### config.mk
export PLATFORM = sky130hd
export DESIGN_NAME = tick_timer
export DESIGN_NICKNAME = d
export VERILOG_FILES = /design/src/rtl/tt_pkg.sv /design/src/rtl/tt_downcounter.sv /design/src/rtl/tt_stamp.sv /design/src/rtl/tt_regs.sv /design/src/rtl/tick_timer.sv
export SDC_FILE = /design/constraint.sdc
export NUM_CORES = 1
export LEC_CHECK = 0
export BUFFER_PORTS_ARGS = -buffer_cell sky130_fd_sc_hd__buf_2
export CAP_MARGIN = 15
export CORE_MARGIN = 3
export CORE_UTILIZATION = 40
export DETAILED_ROUTE_END_ITERATION = 10
export GPL_TIMING_DRIVEN = 0
export PLACE_DENSITY_LB_ADDON = 0.15
export SLEW_MARGIN = 30
export SYNTH_ARGS = -nofsm -noshare
export SYNTH_HDL_FRONTEND = slang
export SYNTH_SLANG_ARGS = --single-unit
export TNS_END_PERCENT = 50
### constraint.sdc
create_clock -name clk -period 2.33 [get_ports clk]
set_input_delay 0.466 -clock clk [delete_from_list [all_inputs] [get_ports clk]]
set_output_delay 0.466 -clock clk [all_outputs]
set_load 0.02 [all_outputs]
### src/rtl/tt_pkg.sv
package tt_pkg;
   // Register addresses
   localparam int ADDR_RELOAD = 0;
   localparam int ADDR_CTRL   = 1;
   localparam int ADDR_STATUS = 2;
   localparam int ADDR_COUNT  = 3;
   localparam int ADDR_CAP    = 4;

   // Control bits
   localparam int CB_RUN = 0;
   localparam int CB_PER = 1;
   localparam int CB_IEN = 2;

   // Status bits
   localparam int SB_TICK = 0;
   localparam int SB_CAPV = 1;
   localparam int SB_OVR  = 2;
   localparam int SB_RUN  = 3;

   // Decoded single-cycle strobes from the register port
   typedef struct packed {
      logic start;
      logic stop;
      logic ctl_wr;
      logic clr_tick;
      logic clr_ovr;
      logic cap_rd;
   } tt_strobe_t;
endpackage

### src/rtl/tt_downcounter.sv
module tt_downcounter #(
   parameter int CW = 32
) (
   input  logic          clk,
   input  logic          rst_n,
   input  logic          start,
   input  logic          stop,
   input  logic          periodic,
   input  logic [CW-1:0] reload,
   output logic [CW-1:0] count,
   output logic          running,
   output logic          zero_hit,
   output logic          sq
);
   logic at_zero;

   assign at_zero  = (count == '0);
   assign zero_hit = running & at_zero & ~stop;

   always_ff @(posedge clk or negedge rst_n) begin
      if (!rst_n) begin
         count   <= '0;
         running <= 1'b0;
         sq      <= 1'b0;
      end else if (start && !running) begin
         count   <= reload;
         running <= 1'b1;
      end else if (stop) begin
         running <= 1'b0;
      end else if (running) begin
         if (at_zero) begin
            if (periodic) begin
               count <= reload;
               sq    <= ~sq;
            end else begin
               running <= 1'b0;
            end
         end else begin
            count <= count - 1'b1;
         end
      end
   end
endmodule

### src/rtl/tt_stamp.sv
module tt_stamp #(
   parameter int TSW = 64
) (
   input  logic           clk,
   input  logic           rst_n,
   input  logic           ev_in,
   input  logic           cap_rd,
   input  logic           clr_ovr,
   output logic [TSW-1:0] ts,
   output logic [TSW-1:0] cap,
   output logic           cap_valid,
   output logic           overrun,
   output logic           ev_rise
);
   logic ev_q;

   assign ev_rise = ev_in & ~ev_q;

   always_ff @(posedge clk or negedge rst_n) begin
      if (!rst_n) begin
         ev_q <= 1'b0;
         ts   <= '0;
      end else begin
         ev_q <= ev_in;
         ts   <= ts + 1'b1;
      end
   end

   always_ff @(posedge clk or negedge rst_n) begin
      if (!rst_n) begin
         cap       <= '0;
         cap_valid <= 1'b0;
         overrun   <= 1'b0;
      end else begin
         if (ev_rise) begin
            cap       <= ts;
            cap_valid <= 1'b1;
         end else if (cap_rd) begin
            cap_valid <= 1'b0;
         end
         if (ev_rise && cap_valid && !cap_rd) begin
            overrun <= 1'b1;
         end else if (clr_ovr) begin
            overrun <= 1'b0;
         end
      end
   end
endmodule

### src/rtl/tt_regs.sv
module tt_regs
   import tt_pkg::*;
#(
   parameter int DW  = 32,
   parameter int CW  = 32,
   parameter int TSW = 64,
   parameter int AW  = 3
) (
   input  logic           clk,
   input  logic           rst_n,
   input  logic           wr_en,
   input  logic           rd_en,
   input  logic [AW-1:0]  addr,
   input  logic [DW-1:0]  wdata,
   output logic [DW-1:0]  rdata,
   output tt_strobe_t     stb,
   output logic [CW-1:0]  reload,
   output logic           periodic,
   output logic           ien,
   output logic           tick_flag,
   input  logic           zero_hit,
   input  logic [CW-1:0]  count,
   input  logic           running,
   input  logic [TSW-1:0] cap,
   input  logic           cap_valid,
   input  logic           overrun
);
   localparam int CAP_WORDS = TSW / DW;

   logic          sel_ctrl;
   logic          sel_stat;
   logic [DW-1:0] cap_word [CAP_WORDS];
   int            a_int;

   assign a_int    = int'(addr);
   assign sel_ctrl = (a_int == ADDR_CTRL);
   assign sel_stat = (a_int == ADDR_STATUS);

   assign stb.ctl_wr   = wr_en & sel_ctrl;
   assign stb.start    = wr_en & sel_ctrl & wdata[CB_RUN];
   assign stb.stop     = wr_en & sel_ctrl & ~wdata[CB_RUN];
   assign stb.clr_tick = wr_en & sel_stat & wdata[SB_TICK];
   assign stb.clr_ovr  = wr_en & sel_stat & wdata[SB_OVR];
   assign stb.cap_rd   = rd_en & (a_int == ADDR_CAP);

   always_ff @(posedge clk or negedge rst_n) begin
      if (!rst_n) begin
         reload   <= '0;
         periodic <= 1'b0;
         ien      <= 1'b0;
      end else if (wr_en) begin
         if (a_int == ADDR_RELOAD) reload <= wdata[CW-1:0];
         if (sel_ctrl) begin
            periodic <= wdata[CB_PER];
            ien      <= wdata[CB_IEN];
         end
      end
   end

   always_ff @(posedge clk or negedge rst_n) begin
      if (!rst_n)                    tick_flag <= 1'b0;
      else if (zero_hit)             tick_flag <= 1'b1;
      else if (stb.clr_tick)         tick_flag <= 1'b0;
   end

   for (genvar k = 0; k < CAP_WORDS; k++) begin : g_capw
      assign cap_word[k] = cap[k*DW +: DW];
   end

   always_comb begin
      rdata = '0;
      unique case (a_int)
         ADDR_RELOAD: rdata = DW'(reload);
         ADDR_CTRL:   rdata = DW'({ien, periodic, running});
         ADDR_STATUS: rdata = DW'({running, overrun, cap_valid, tick_flag});
         ADDR_COUNT:  rdata = DW'(count);
         default: begin
            for (int k = 0; k < CAP_WORDS; k++) begin
               if (a_int == ADDR_CAP + k) rdata = cap_word[k];
            end
         end
      endcase
   end
endmodule

### src/rtl/tick_timer.sv
module tick_timer
   import tt_pkg::*;
#(
   parameter int DW  = 32,
   parameter int CW  = 32,
   parameter int TSW = 64,
   parameter int AW  = 3
) (
   input  logic          clk,
   input  logic          rst_n,
   input  logic          wr_en,
   input  logic          rd_en,
   input  logic [AW-1:0] addr,
   input  logic [DW-1:0] wdata,
   output logic [DW-1:0] rdata,
   input  logic          ev_in,
   output logic          irq,
   output logic          sq_out
);
   localparam int CAP_WORDS = TSW / DW;

   if (DW < 4) begin : g_bad_dw
      $error("tick_timer: DW must be at least 4");
   end
   if (CW < 1 || CW > DW) begin : g_bad_cw
      $error("tick_timer: CW must lie in 1..DW");
   end
   if (TSW < DW || (TSW % DW) != 0) begin : g_bad_tsw
      $error("tick_timer: TSW must be a multiple of DW");
   end
   if (ADDR_CAP + CAP_WORDS > (1 << AW)) begin : g_bad_aw
      $error("tick_timer: AW too small for the capture words");
   end

   tt_strobe_t     stb;
   logic [CW-1:0]  reload;
   logic [CW-1:0]  cnt;
   logic           periodic;
   logic           ien;
   logic           running;
   logic           zero_hit;
   logic           tick_flag;
   logic [TSW-1:0] ts;
   logic [TSW-1:0] cap;
   logic           cap_valid;
   logic           overrun;
   logic           ev_rise;

   tt_regs #(.DW(DW), .CW(CW), .TSW(TSW), .AW(AW)) u_regs (
      .clk       (clk),
      .rst_n     (rst_n),
      .wr_en     (wr_en),
      .rd_en     (rd_en),
      .addr      (addr),
      .wdata     (wdata),
      .rdata     (rdata),
      .stb       (stb),
      .reload    (reload),
      .periodic  (periodic),
      .ien       (ien),
      .tick_flag (tick_flag),
      .zero_hit  (zero_hit),
      .count     (cnt),
      .running   (running),
      .cap       (cap),
      .cap_valid (cap_valid),
      .overrun   (overrun)
   );

   tt_downcounter #(.CW(CW)) u_cnt (
      .clk      (clk),
      .rst_n    (rst_n),
      .start    (stb.start),
      .stop     (stb.stop),
      .periodic (periodic),
      .reload   (reload),
      .count    (cnt),
      .running  (running),
      .zero_hit (zero_hit),
      .sq       (sq_out)
   );

   tt_stamp #(.TSW(TSW)) u_stamp (
      .clk       (clk),
      .rst_n     (rst_n),
      .ev_in     (ev_in),
      .cap_rd    (stb.cap_rd),
      .clr_ovr   (stb.clr_ovr),
      .ts        (ts),
      .cap       (cap),
      .cap_valid (cap_valid),
      .overrun   (overrun),
      .ev_rise   (ev_rise)
   );

   assign irq = tick_flag & ien;
endmodule

==> impl_metrics.toml <==
[drt]
routedWlPerCell_um = 21.80
first_pass_iters = 5
antenna_left = 0
drt_iter0_markers = 613
via_count = 7912
drc_errors = 0
wl_um = 30240
via_per_inst = 5.704

[timing]
fin_skew_ns = 0.01776
period_minus_slack_ns = 2.322
max-slew-margin-rel_pct = 49.50
whs_ns = 0.1420
setup_viol = 0
finalHoldViolCount = 0
finalMaxSlewViolations = 0
worstMarginPinSlew_ns = 0.7575
period_share_pct = 99.67
rsz0062_at_grt = "true"
fmax_mhz = 430.6

[synthesis]
synth_cell_types = 56
yosysTopAreaCell = "dfrtp_1"
yosys.area_share.adder_pct = 0.3707
synth_compound_area_share_pct = 10.01
synth.most_common_cell = "dfrtp_1"
ys_ff_latch = 200
synth.cell_area_mm2 = 0.01013
async_reset_ff_share_pct = 100.0
ys_top_cells_by_area = "dfrtp_1, mux2_2, xnor2_1, mux2i_1, nand2_1"
synth_top_area_share_pct = 49.43
syn_avg_cell_area_um2 = 11.12
synth_cells = 911
synth_xor_area_share_pct = 5.449
yosysWarnings = 0
synth-simple-area-share_pct = 14.22
synthesis.nets = 954
synth_common_cells = "dfrtp_1, mux2_2, nand2_1"
synth_mux_area_share_pct = 17.31
synth-seq-area-share_pct = 49.43
synth_top_family_by_area = "multiplexers"
synth-main-ff-cell = "dfrtp_1"
synth_edf_count = 0

[setup_path]
critical_path_arrival_ns = 2.65
crit_cells = 8
critPathKind = "flip-flop to flip-flop"
cp-endpoint = "u_cnt.count[7]"
cp_slowest_cell = "or4_4"
reg2reg_to = "u_cnt.count[7]"
regToRegSetupSlack_ns = 0.008
path_delay_family = "simple AND/OR/NAND/NOR gates"
crit_buf_inv = 3
crit_path_start = "u_cnt.count[26]"
reg2reg_from = "u_cnt.count[26]"
setup.worst_path.end_class = "flip-flop"
path_cells = "nor4_4, nand4_1, buf_6, or4_4, nand2_4, inv_4, buf_8, a221o_1"
reg2reg_depth = 8
cp_max_fo = 5
worst_ep_required_time_ns = 2.66
critPathMaxStageDelay_ns = 0.55
worstSetupStartpointType = "flip-flop"

[pwr]
vdd_drop_max_uv = 458.8
p_clk_share_pct = 31.4
leakage_nw = 5.638
p_sw_w = 0.003114
p_int_w = 0.006179
pwr-share-seq_pct = 47.6
p_total_w = 0.009293
swShare_pct = 33.51
power_density_mw_per_mm2 = 753.5
p_comb_share_pct = 21.0

[floorplan]
dieArea_mm2 = 0.02726
initial_core_util_pct = 41.15
die_y_um = 165.1
die_w_um = 165.1
coreArea_mm2 = 0.02460
row_count = 57
io_pins = 74

[final_layout]
antenna_cells = 0
fin_area_mm2 = 0.01233
final_util_pct = 50.12
fin_nets = 1093
n_fill_cell = 2238
area_growth_pct = 21.80
drive_gt1_share_pct = 35.00

[placement]
gp_congestion = 0.9090
dpl.hpwl_um = 21290
detailed_place.area_mm2 = 0.01098
portBuffers = 72

[grt]
grt_pass1_vias = 8051
antenna_found_initial = 0
grt_max_degree = 85
grt_pass1_wl_um = 47060
grt_usage_pct = 22.75
grt-ovfl-total = 0

[flow_run]
cap_violations = 0

[cts]
clkTransAtPathRegs_ns = 0.08
cts_made_buffers = 17
htree_levels = 4
cts_sinks = 200
root_buffer = "clkbuf_16"
clk_latency_ns = 0.45
cts_buffer_depth = 2
cts_tree = "done"

[hold_path]
min_path_type = "input port to flip-flop"

[run_status]
status = "completed"
cells in the final DEF, fill, tap and decap left out, types with 6 or more instances in the layout:
master and n:
xor2_1 19, nand3_1 39, mux2i_1 30, buf_4 59
a22oi_1 29, and2_1 6, clkbuf_4 10, dfrtp_1 191
clkbuf_1 14, buf_6 6, o21ai_1 17, and4_1 14
xnor2_1 44, clkbuf_2 9, a2bb2oi_1 12, o22ai_1 11
dfrtp_2 9, nor2_1 25, o21ai_0 19, nor4_1 6
a211oi_1 11, nor3_1 16, o211ai_1 10, mux2_2 123
nand4_1 34, clkbuf_16 18, buf_2 69, inv_1 18
and3_1 12, nand2_1 67
logic make-up (layout without fill, tap and decap cells):
group | after synthesis | in the layout
AND/OR/NAND/NOR | 263 | 263
XOR/XNOR | 63 | 63
buffers and inverters | 81 | 233
adder cells (fa/ha/maj) | 3 | 3
AO/OA/AOI/OAI | 145 | 145
flip-flops | 200 | 200
multiplexers | 156 | 156
power groups by stage:
stage                     Clock (W)  Combinational (W)  Sequential, W
after global routing        0.00313            0.00211        0.00446
after CTS                   0.00298            0.00170        0.00440
after detailed placement          0            0.00153        0.00435
after global placement            0            0.00150        0.00435
after floorplan                   0            0.00106        0.00415
final                       0.00292            0.00195        0.00442
metal layers:
metal,global-route usage [%],up-vias,wire length [um]
met5,0,-,0
met4,7.625,0,830
met3,4.914,62,1554
met2,36.51,247,14370
met1,30.66,3962,13490
li1,-,3641,-
sequential cells by signal, indices dropped and copies added (netlist names):
| register | flops |
|---|---|
| u_regs.reload | 32 |
| u_stamp.ev_q | 1 |
| u_regs.periodic | 1 |
| u_stamp.cap_valid | 1 |
| u_cnt.running | 1 |
| u_stamp.cap | 64 |
| u_regs.ien | 1 |
| u_stamp.ts | 64 |
| u_cnt.count | 32 |
| u_stamp.overrun | 1 |
| u_regs.tick_flag | 1 |
| u_cnt.sq | 1 |
worst min path at each step:
stage / slack, ns / start / depth (start not counted) / endpoint
detailed placement: 0.39 / rst_n / 1 / u_regs.reload[1]
CTS: 0.14 / ev_in / 1 / u_stamp.ev_q
global placement: 0.46 / u_cnt.sq / 1 / u_cnt.sq
floorplan: 0.17 / rst_n / 0 / u_cnt.count[0]
global route: 0.14 / ev_in / 1 / u_stamp.ev_q
finish: 0.14 / ev_in / 1 / u_stamp.ev_q
worst reg2reg max path, cell delays in order, from the launching register on:
cell	delay, ns
dfrtp_2	0.46
nor4_4	0.32
nand4_1	0.14
buf_6	0.15
or4_4	0.55
nand2_4	0.10
inv_4	0.04
buf_8	0.12
a221o_1	0.33
final cells by class:
cell class / instances / area, um^2 / area share (%)
multi-input cells: 630 / 5047 / 40.93
flip-flops and latches: 200 / 5016 / 40.67
repair buffers: 127 / 853.3 / 6.919
clock buffers: 19 / 432.9 / 3.510
well taps: 324 / 405.4 / 3.287
plain buffers: 52 / 364.1 / 2.952
clock inverters: 13 / 128.9 / 1.045
inverters: 22 / 85.08 / 0.6899
metrics by stage:
| step | setup slack, ns | std cells | setup TNS [ns] |
|---|---|---|---|
| 2_1_floorplan | -0.009843 | 911 | -0.01870 |
| 3_3_place_gp | -2.793 | 1307 | -642.34 |
| 3_5_place_dp | -1.045 | 1310 | -50.81 |
| 4_1_cts | 0.001970 | 1366 | 0 |
| 5_1_grt | -0.06428 | 1387 | -0.2672 |
| 6_report | 0.007674 | 1387 | 0 |
repair_timing:
item | 4_1_cts | 5_1_grt
pin swaps | 11 | 10
setup buffers | 27 | 24
hold buffers | 1 | 0
resized for setup | 81 | 52
hold endpoints to repair | 41 | 0
endpoints found under the setup margin | 95 | 74
No activity file was read; power rests on OpenSTA's default activity.
